$ cat src/rtl/ctxtlb_pkg.sv
package ctxtlb_pkg;
   // Where a fill lands, in priority order
   typedef enum logic [1:0] {
      SEL_MATCH = 2'd0,   // same page, same context: overwrite
      SEL_FREE  = 2'd1,   // lowest invalid entry
      SEL_ROUND = 2'd2    // round-robin victim
   } fill_src_e;

   localparam int DEF_ENTRIES = 8;
   localparam int DEF_CTX_W   = 12;
   localparam int DEF_VPN_W   = 20;
   localparam int DEF_PFN_W   = 20;
   localparam int DEF_REG_W   = 32;
   localparam int DEF_EN_BIT  = 17;
endpackage

$ cat src/rtl/ctxtlb_ctx_regs.sv
module ctxtlb_ctx_regs #(
   parameter int REG_W  = 32,
   parameter int CTX_W  = 12,
   parameter int EN_BIT = 17
) (
   input  logic             clk,
   input  logic             rst,
   input  logic             ptb_wr_en,
   input  logic [REG_W-1:0] ptb_wr_data,
   input  logic             mode_wr_en,
   input  logic [REG_W-1:0] mode_wr_data,
   output logic [REG_W-1:0] ptb_q,
   output logic [REG_W-1:0] mode_q,
   output logic             ctx_en,
   output logic [CTX_W-1:0] cur_ctx,
   output logic             flush_req
);
   if (CTX_W > REG_W) begin : g_bad_ctx
      $error("ctxtlb_ctx_regs: CTX_W wider than REG_W");
   end
   if (EN_BIT >= REG_W) begin : g_bad_en
      $error("ctxtlb_ctx_regs: EN_BIT outside the mode word");
   end

   always_ff @(posedge clk) begin
      if (rst) begin
         ptb_q  <= '0;
         mode_q <= '0;
      end else begin
         if (ptb_wr_en)  ptb_q  <= ptb_wr_data;
         if (mode_wr_en) mode_q <= mode_wr_data;
      end
   end

   assign ctx_en    = mode_q[EN_BIT];
   assign cur_ctx   = ctx_en ? ptb_q[CTX_W-1:0] : '0;
   // untagged mode: switching tables must drop every cached translation
   assign flush_req = ptb_wr_en && !ctx_en;
endmodule

$ cat src/rtl/ctxtlb_entry_array.sv
module ctxtlb_entry_array #(
   parameter int ENTRIES = 8,
   parameter int CTX_W   = 12,
   parameter int VPN_W   = 20,
   parameter int PFN_W   = 20,
   localparam int IDX_W  = $clog2(ENTRIES)
) (
   input  logic               clk,
   input  logic               rst,
   input  logic               flush,
   input  logic               wr_en,
   input  logic [IDX_W-1:0]   wr_idx,
   input  logic [CTX_W-1:0]   cur_ctx,
   input  logic [VPN_W-1:0]   wr_vpn,
   input  logic [PFN_W-1:0]   wr_pfn,
   input  logic [VPN_W-1:0]   lk_vpn,
   output logic [ENTRIES-1:0] valid_vec,
   output logic [ENTRIES-1:0] lk_match,
   output logic [ENTRIES-1:0] fl_match,
   output logic [PFN_W-1:0]   lk_pfn
);
   logic [PFN_W-1:0] pfn_arr [ENTRIES];

   for (genvar e = 0; e < ENTRIES; e++) begin : g_ent
      logic             v_q;
      logic [CTX_W-1:0] tag_q;
      logic [VPN_W-1:0] vpn_q;
      logic [PFN_W-1:0] pfn_q;
      logic             sel;

      assign sel = wr_en && (wr_idx == IDX_W'(e));

      always_ff @(posedge clk) begin
         if (rst || flush) v_q <= 1'b0;
         else if (sel)     v_q <= 1'b1;
      end

      // payload carries no reset: guarded by v_q
      always_ff @(posedge clk) begin
         if (sel) begin
            tag_q <= cur_ctx;
            vpn_q <= wr_vpn;
            pfn_q <= wr_pfn;
         end
      end

      assign valid_vec[e] = v_q;
      assign lk_match[e]  = v_q && (tag_q == cur_ctx) && (vpn_q == lk_vpn);
      assign fl_match[e]  = v_q && (tag_q == cur_ctx) && (vpn_q == wr_vpn);
      assign pfn_arr[e]   = pfn_q;
   end

   // at most one match by construction of the fill policy: OR-combine
   always_comb begin
      lk_pfn = '0;
      for (int i = 0; i < ENTRIES; i++) begin
         if (lk_match[i]) lk_pfn = lk_pfn | pfn_arr[i];
      end
   end
endmodule

$ cat src/rtl/ctxtlb_victim_sel.sv
module ctxtlb_victim_sel
   import ctxtlb_pkg::*;
#(
   parameter int ENTRIES = 8,
   localparam int IDX_W  = $clog2(ENTRIES)
) (
   input  logic               clk,
   input  logic               rst,
   input  logic               fill_fire,
   input  logic [ENTRIES-1:0] valid_vec,
   input  logic [ENTRIES-1:0] fl_match,
   output logic [IDX_W-1:0]   wr_idx
);
   logic [IDX_W-1:0] ptr_q;
   logic [IDX_W-1:0] ptr_nxt;
   logic [IDX_W-1:0] free_idx;
   logic [IDX_W-1:0] hit_idx;
   logic             free_found;
   fill_src_e        src;

   always_comb begin
      free_found = 1'b0;
      free_idx   = '0;
      hit_idx    = '0;
      for (int i = ENTRIES - 1; i >= 0; i--) begin
         if (!valid_vec[i]) begin
            free_found = 1'b1;
            free_idx   = IDX_W'(i);
         end
         if (fl_match[i]) hit_idx = IDX_W'(i);
      end
   end

   always_comb begin
      if (|fl_match) begin
         src    = SEL_MATCH;
         wr_idx = hit_idx;
      end else if (free_found) begin
         src    = SEL_FREE;
         wr_idx = free_idx;
      end else begin
         src    = SEL_ROUND;
         wr_idx = ptr_q;
      end
   end

   if ((ENTRIES & (ENTRIES - 1)) == 0) begin : g_pow2
      assign ptr_nxt = ptr_q + IDX_W'(1);
   end else begin : g_wrap
      assign ptr_nxt = (ptr_q == IDX_W'(ENTRIES - 1)) ? '0 : ptr_q + IDX_W'(1);
   end

   always_ff @(posedge clk) begin
      if (rst)                               ptr_q <= '0;
      else if (fill_fire && src == SEL_ROUND) ptr_q <= ptr_nxt;
   end
endmodule

$ cat src/rtl/ctx_tagged_tlb.sv
module ctx_tagged_tlb #(
   parameter int ENTRIES = ctxtlb_pkg::DEF_ENTRIES,
   parameter int CTX_W   = ctxtlb_pkg::DEF_CTX_W,
   parameter int VPN_W   = ctxtlb_pkg::DEF_VPN_W,
   parameter int PFN_W   = ctxtlb_pkg::DEF_PFN_W,
   parameter int REG_W   = ctxtlb_pkg::DEF_REG_W,
   parameter int EN_BIT  = ctxtlb_pkg::DEF_EN_BIT
) (
   input  logic             clk,
   input  logic             rst,
   input  logic             lk_req,
   input  logic [VPN_W-1:0] lk_vpn,
   output logic             lk_hit,
   output logic             lk_miss,
   output logic [PFN_W-1:0] lk_pfn,
   input  logic             fill_en,
   input  logic [VPN_W-1:0] fill_vpn,
   input  logic [PFN_W-1:0] fill_pfn,
   input  logic             ptb_wr_en,
   input  logic [REG_W-1:0] ptb_wr_data,
   input  logic             mode_wr_en,
   input  logic [REG_W-1:0] mode_wr_data,
   output logic [REG_W-1:0] ptb_q,
   output logic [REG_W-1:0] mode_q,
   output logic [CTX_W-1:0] cur_ctx
);
   localparam int IDX_W = $clog2(ENTRIES);

   if (ENTRIES < 2) begin : g_bad_entries
      $error("ctx_tagged_tlb: ENTRIES must be at least 2");
   end
   if (ENTRIES > 64) begin : g_big_entries
      $error("ctx_tagged_tlb: ENTRIES above 64 makes the compare too deep");
   end

   logic               ctx_en;
   logic               flush;
   logic               fill_fire;
   logic [IDX_W-1:0]   wr_idx;
   logic [ENTRIES-1:0] valid_vec;
   logic [ENTRIES-1:0] lk_match;
   logic [ENTRIES-1:0] fl_match;

   ctxtlb_ctx_regs #(
      .REG_W (REG_W),
      .CTX_W (CTX_W),
      .EN_BIT(EN_BIT)
   ) u_regs (
      .clk         (clk),
      .rst         (rst),
      .ptb_wr_en   (ptb_wr_en),
      .ptb_wr_data (ptb_wr_data),
      .mode_wr_en  (mode_wr_en),
      .mode_wr_data(mode_wr_data),
      .ptb_q       (ptb_q),
      .mode_q      (mode_q),
      .ctx_en      (ctx_en),
      .cur_ctx     (cur_ctx),
      .flush_req   (flush)
   );

   // a fill racing a flush belongs to the old table set: drop it
   assign fill_fire = fill_en && !flush;

   ctxtlb_entry_array #(
      .ENTRIES(ENTRIES),
      .CTX_W  (CTX_W),
      .VPN_W  (VPN_W),
      .PFN_W  (PFN_W)
   ) u_array (
      .clk      (clk),
      .rst      (rst),
      .flush    (flush),
      .wr_en    (fill_fire),
      .wr_idx   (wr_idx),
      .cur_ctx  (cur_ctx),
      .wr_vpn   (fill_vpn),
      .wr_pfn   (fill_pfn),
      .lk_vpn   (lk_vpn),
      .valid_vec(valid_vec),
      .lk_match (lk_match),
      .fl_match (fl_match),
      .lk_pfn   (lk_pfn)
   );

   ctxtlb_victim_sel #(
      .ENTRIES(ENTRIES)
   ) u_victim (
      .clk      (clk),
      .rst      (rst),
      .fill_fire(fill_fire),
      .valid_vec(valid_vec),
      .fl_match (fl_match),
      .wr_idx   (wr_idx)
   );

   assign lk_hit  = lk_req && (|lk_match);
   assign lk_miss = lk_req && !(|lk_match);
endmodule

$ cat config.mk
export PLATFORM = sky130hd
export DESIGN_NAME = ctx_tagged_tlb
export DESIGN_NICKNAME = d
export VERILOG_FILES = /design/src/rtl/ctxtlb_pkg.sv /design/src/rtl/ctxtlb_ctx_regs.sv /design/src/rtl/ctxtlb_entry_array.sv /design/src/rtl/ctxtlb_victim_sel.sv /design/src/rtl/ctx_tagged_tlb.sv
export SDC_FILE = /design/constraint.sdc
export NUM_CORES = 1
export LEC_CHECK = 0
export BUFFER_PORTS_ARGS = -buffer_cell sky130_fd_sc_hd__buf_2
export CORE_ASPECT_RATIO = 0.6
export CORE_MARGIN = 10
export CORE_UTILIZATION = 50
export DETAILED_ROUTE_END_ITERATION = 12
export PLACE_DENSITY = 0.74
export SYNTH_ARGS = -nofsm -noshare
export SYNTH_HDL_FRONTEND = slang
export SYNTH_SLANG_ARGS = --single-unit
export TNS_END_PERCENT = 30
$ cat constraint.sdc
create_clock -name clk -period 15.85 [get_ports clk]
set_input_delay 3.17 -clock clk [delete_from_list [all_inputs] [get_ports clk]]
set_output_delay 3.17 -clock clk [all_outputs]
set_load 0.005 [all_outputs]
# Yosys cells after proc, flatten, opt, wreduce, memory -nomap -nowiden
# Index checks and enable logic that the tools add are counted.
dict set report word_totals {
  elab_cells 156
  output_inout_bits 98
  regBits 491
}
dict set report op_classes {
  addsub 1
  n_eq_ne 32
  muxes 37
  reduce_logical 44
  n_bitwise 7
}
# cell n
set ops {}
lappend ops {{$eq A20 B20 Y1} 16}
lappend ops {{$mux W20} 8}
lappend ops {{$or A20 B20 Y20} 7}
lappend ops {{$eq A12 B12 Y1} 8}
lappend ops {{$mux W3} 18}
lappend ops {{$logic_and A1 B1 Y1} 37}
lappend ops {{$reduce_or A8 Y1} 2}
lappend ops {{$eq A3 B3 Y1 const B} 4}
lappend ops {{$mux W12} 1}
lappend ops {{$mux W1} 8}
lappend ops {{$eq A3 B2 Y1 const B} 2}
lappend ops {{$mux W2} 2}
lappend ops {{$add A3 B1 Y3 const B} 1}
lappend ops {{$eq A3 B1 Y1 const B} 1}
lappend ops {{$logic_not A1 Y1} 3}
lappend ops {{$logic_not A3 Y1} 1}
lappend ops {{$eq A2 B2 Y1 const B} 1}
lappend ops {{$logic_or A1 B1 Y1} 1}

# Logic depth before layout (Yosys ltp)
dict set report depth {
  depth_word 19
  depth_mapped 12
  ltp_nobuf 9
}

# Modules after synthesis
# Synthesis repeated with hierarchy kept, for this count alone.
dict set report hier_totals {
  cells_unflattened 1661
  area_unflattened_um2 22384.0
}
# mod area_each_um2 cells_each n_inst seq_area_each_um2
set modules_own_cells {}
lappend modules_own_cells {ctxtlb_entry_array 19558.8 1389 1 12652.1}
lappend modules_own_cells {ctxtlb_ctx_regs 2434.8 222 1 1281.2}
lappend modules_own_cells {ctxtlb_victim_sel 345.3 45 1 60.1}
lappend modules_own_cells {ctx_tagged_tlb 45.0 5 1 0.0}

# Worst setup path after synthesis
# Ideal clock, no wire load.
dict set report synth_timing {
  kind {input to output}
  from {input port lk_vpn[18]}
  to {output port lk_pfn[0]}
  required_ns 12.680
  slack_ns 7.472
  arrival_ns 5.208
  n_path_buf 2
  stages 9
  path_cell_list {clkbuf_1 xor2_1 nor4_1 nand3_1 or4_1 nor4_1 clkbuf_1 a222oi_1 nand3_1}
}
dict set report synth_between {
  elab_chain_len 17
  word_cells_on_any_way 31
  cone_classes {eq/ne (8); mux (8); bitwise (7); reduce/logical (8)}
}
# element line
set synth_rtl {}
lappend synth_rtl {{from (decl)} ctx_tagged_tlb.sv:12} ;# input logic [VPN_W-1:0] lk_vpn,
lappend synth_rtl {{$eq A20 B20 Y1} ctxtlb_entry_array.sv:48} ;# assign lk_match[e] = v_q && (tag_q == cur_ctx) && (vpn_q == lk_vpn);
lappend synth_rtl {{$logic_and A1 B1 Y1} ctxtlb_entry_array.sv:48}
lappend synth_rtl {{$mux W20} ctxtlb_entry_array.sv:57} ;# if (lk_match[i]) lk_pfn = lk_pfn | pfn_arr[i];
lappend synth_rtl {{$or A20 B20 Y20} ctxtlb_entry_array.sv:57}
lappend synth_rtl {{$mux W20} ctxtlb_entry_array.sv:57}
lappend synth_rtl {{$or A20 B20 Y20} ctxtlb_entry_array.sv:57}
lappend synth_rtl {{$mux W20} ctxtlb_entry_array.sv:57}
lappend synth_rtl {{$or A20 B20 Y20} ctxtlb_entry_array.sv:57}
lappend synth_rtl {{$mux W20} ctxtlb_entry_array.sv:57}
lappend synth_rtl {{$or A20 B20 Y20} ctxtlb_entry_array.sv:57}
lappend synth_rtl {{$mux W20} ctxtlb_entry_array.sv:57}
lappend synth_rtl {{$or A20 B20 Y20} ctxtlb_entry_array.sv:57}
lappend synth_rtl {{$mux W20} ctxtlb_entry_array.sv:57}
lappend synth_rtl {{$or A20 B20 Y20} ctxtlb_entry_array.sv:57}
lappend synth_rtl {{$mux W20} ctxtlb_entry_array.sv:57}
lappend synth_rtl {{$or A20 B20 Y20} ctxtlb_entry_array.sv:57}
lappend synth_rtl {{$mux W20 *} ctxtlb_entry_array.sv:57}
lappend synth_rtl {{to (decl)} ctx_tagged_tlb.sv:15} ;# output logic [PFN_W-1:0] lk_pfn,
# Every way passes the cells marked *; elsewhere a longest branch is shown, timed or not.

# Worst setup path after layout
dict set report layout_timing {
  from {input port lk_vpn[14]}
  to {output port lk_pfn[3]}
}
# The elaborated chain is that of the path after synthesis.

==> summary.md <==
| Metric | Value |
|---|---|
| Status | `finished clean` |
| Critical Path RT | `12.68 ns` |
| Slowest-stage cell, CP | `nor2_2` |
| Post-Layout Cell Count | `2428` |
| Final setup violation count | `0` |
| Fmax achieved | `106 MHz` |
| Fillers | `3473` |
| Met3 usage | `8.17%` |
| Die Wd | `290 um` |
| Post-CTS setup buffers | `0` |
| Worst hold path type | `reg -> reg` |
| Vias in the first global route | `14300` |
| Async SR Flop Fraction | `0%` |
| Library cells used by synthesis | `70` |
| Reg2reg setup slack | `10.56 ns` |
| Total Routing Usage GR | `24.4%` |
| Routed vias/inst | `6.14` |
| Die height | `182 um` |
| Syn Inst Count | `1605` |
| Final total power | `2.84 mW` |
| Met1 Resource Use GR | `37.0%` |
| Setup WS post-layout | `6.46 ns` |
| Register area share after synthesis | `63.9%` |
| Clock root cell | `clkbuf_16` |
| Post-synthesis xor/xnor area fraction | `13.7%` |
| Max Root-Sink Buffers | `3` |
| IO buf count | `227` |
| Yosys warnings | `0` |
| DP Area | `23600 um^2` |
| CTS buffer count | `47` |
| Largest net degree at the start of global routing | `70` |
| First-pass GRT wire length | `97900 um` |
| Most crowded layer after global routing | `met1` |
| Full die area | `52800 um^2` |
| Hold Buf Count CTS | `0` |
| Synthesized Nets | `1736` |
| Setup Total Neg Slack | `0 ns` |
| # resized after CTS | `0` |
| Initial DRT Pass Iterations | `9` |
| Post-synth EDFFs | `416` |
| Htree depth | `2` |
| Initial antenna violation count | `2` |
| WP data arrival | `6.22 ns` |
| Fin area | `25200 um^2` |
| Unrepaired setup endpoints after global routing | `false` |
| Max-cap violations | `0` |
| Area fraction in compound gates after synthesis | `6.86%` |
| Max transition margin | `13.0%` |
| PD cells | `112 nW/um^2` |
| Via count | `14900` |
| Slew @ Worst Pin | `1.29 ns` |
| Clock sinks | `491` |
| ANT nets after route | `0` |
| WL/cell | `27.8 um` |
| Pre-CTS WS | `6.63 ns` |
| CTS tree | `yes` |
| Total Wirelength | `67500 um` |
| Max stage delay on crit path | `0.94 ns` |
| Clock Latency Late Sink | `0.59 ns` |
| Inst Count DP | `2339` |
| Fin util | `58.3%` |
| Clock-pin slew on the worst setup and hold paths | `0.06 ns` |
| Site row count | `59` |
| WS Path Type | `in -> out` |
| Leakage | `9.05 nW` |
| Simple-gate share of the synthesized area | `9.86%` |
| Max FO, Critical Path | `21` |
| Grt ovf | `0` |
| Mux share of post-synthesis cell area | `2.97%` |
| Seq cells post-synth | `491` |
| Hpwl dp | `46900 um` |
| Nets@finish | `1940` |
| Primary FF master, synth | `edfxtp_1` |
| Most frequent cells in the layout | `416 x edfxtp_1, 227 x buf_2, 211 x xor2_1` |
| Hold WS | `0.494 ns` |
| Clock Skew | `0.0352 ns` |
| Worst Setup End Kind | `output pin` |
| Share of cells above drive strength 1 | `19.7%` |
| Main combinational cell family by area after synthesis | `XOR/XNOR gates` |
| Commonest non-fill, non-tap cell in the layout | `edfxtp_1` |
| Fin crit share | `59.2%` |
| Met2 Track Usage GR | `33.6%` |
| GP Congestion | `0.981` |
| Critical Path Source Type | `primary input` |
| Starting Density | `50.6%` |
| Peak supply drop | `0.0835 mV` |
| Core Box Area | `43300 um^2` |
| Starting DRC count in detailed routing | `2468` |
| Slew Limit Fails | `0` |
| Final hold vios | `0` |
| Fin crit period | `9.39 ns` |
| Average cell area after synthesis | `13.6 um^2` |
| Mapped Area | `21900 um^2` |
| Cells along the critical path | `buf_2, xnor2_1, nand4_1, nor3_1, nand4_1, nor2_2, a222oi_1, nand3_1, buf_2` |
| I/O pins | `228` |
| Synth Area in Adders | `0.0572%` |
| Layout area overhead | `15.3%` |
| # DRC | `0` |
## routing by layer
metal | share of wire (%) | wire (um)
met5 | 0.016 | 11
met4 | 1.1 | 726
met3 | 14 | 9290
met2 | 42 | 28000
met1 | 44 | 29400
## cell usage after synthesis (all sizes together), types with 7 or more instances
| cell type | instances | area, um^2 |
|---|---|---|
| xnor2 | 132 | 1160 |
| a22oi | 26 | 195 |
| inv | 26 | 97.6 |
| o22ai | 13 | 81.3 |
| nor4 | 65 | 449 |
| a222oi | 45 | 450 |
| nand2b | 12 | 77.6 |
| edfxtp | 416 | 12500 |
| and3 | 10 | 62.6 |
| clkbuf | 46 | 173 |
| o32ai | 8 | 70.1 |
| a21oi | 8 | 51.3 |
| a31oi | 13 | 81.3 |
| nand4 | 46 | 294 |
| nand2 | 33 | 124 |
| nor2b | 15 | 93.8 |
| o221ai | 7 | 61.3 |
| nor2 | 123 | 462 |
| o211ai | 7 | 52.6 |
| o21ai | 19 | 98.8 |
| nor4bb | 13 | 130 |
| nand3 | 39 | 200 |
| xor2 | 211 | 1850 |
| buf | 51 | 292 |
| dfxtp | 75 | 1500 |
| mux2i | 65 | 651 |
| o22a | 7 | 61.3 |
| nor3 | 16 | 85.1 |
## flip-flops by register name, summed over array words and instances (netlist names)
register and count:
u_array.g_ent.vpn_q 160, u_array.g_ent.v_q 8, u_array.g_ent.tag_q 96, u_victim.ptr_q 3, u_regs.mode_q 32, u_regs.ptb_q 32, u_array.g_ent.pfn_q 160
## worst paths after layout
path	cells after the start	startpoint	to
worst max-delay path	9	lk_vpn[14]	lk_pfn[3]
worst max register to register	11	u_regs.mode_q[17]	u_array.g_ent[7].pfn_q[16]
worst min-delay path	2	u_regs.ptb_q[23]	u_regs.ptb_q[23]
worst min register to register	2	u_regs.ptb_q[23]	u_regs.ptb_q[23]
## kinds of logic (layout without fill, tap and decap cells)
kind of cell               count (synthesis)  in the layout
DFF                                      491            491
buffers and inverters                    123            366
and+or+nand+nor                          396            396
xor gates and xnor gates                 343            343
adders and majority gates                  1              1
muxes                                     65             65
AOI/OAI and AO/OA                        186            186
other                                      0              1
## layout make-up
class | count | area, um^2 | area share [%]
Antenna cell | 1 | 2.50 | 0.00992
Timing Repair Buffer | 252 | 1320 | 5.25
Tap cell | 579 | 724 | 2.87
Inverter | 26 | 97.6 | 0.387
Clock inverter | 36 | 449 | 1.78
Multi-Input combinational cell | 991 | 7430 | 29.4
Clock buffer | 52 | 1220 | 4.82
Sequential cell | 491 | 14000 | 55.5
## critical path: cells and delay by family
| family | cells | cell delay [ns] |
|---|---|---|
| simple gates | 5 | 2.04 |
| buf+inv | 2 | 0.47 |
| compound gates | 1 | 0.32 |
| xor+xnor | 1 | 0.17 |
## power breakdown
| group | total (mW) | internal (mW) | switching [mW] | leakage, nW |
|---|---|---|---|---|
| clock network | 1.21 | 0.707 | 0.506 | 0.791 |
| registers | 1.44 | 1.42 | 0.0180 | 4.49 |
| logic | 0.188 | 0.0651 | 0.123 | 3.77 |
| total | 2.84 | 2.19 | 0.647 | 9.05 |
Note: power is estimated with default switching activity, not from simulation.
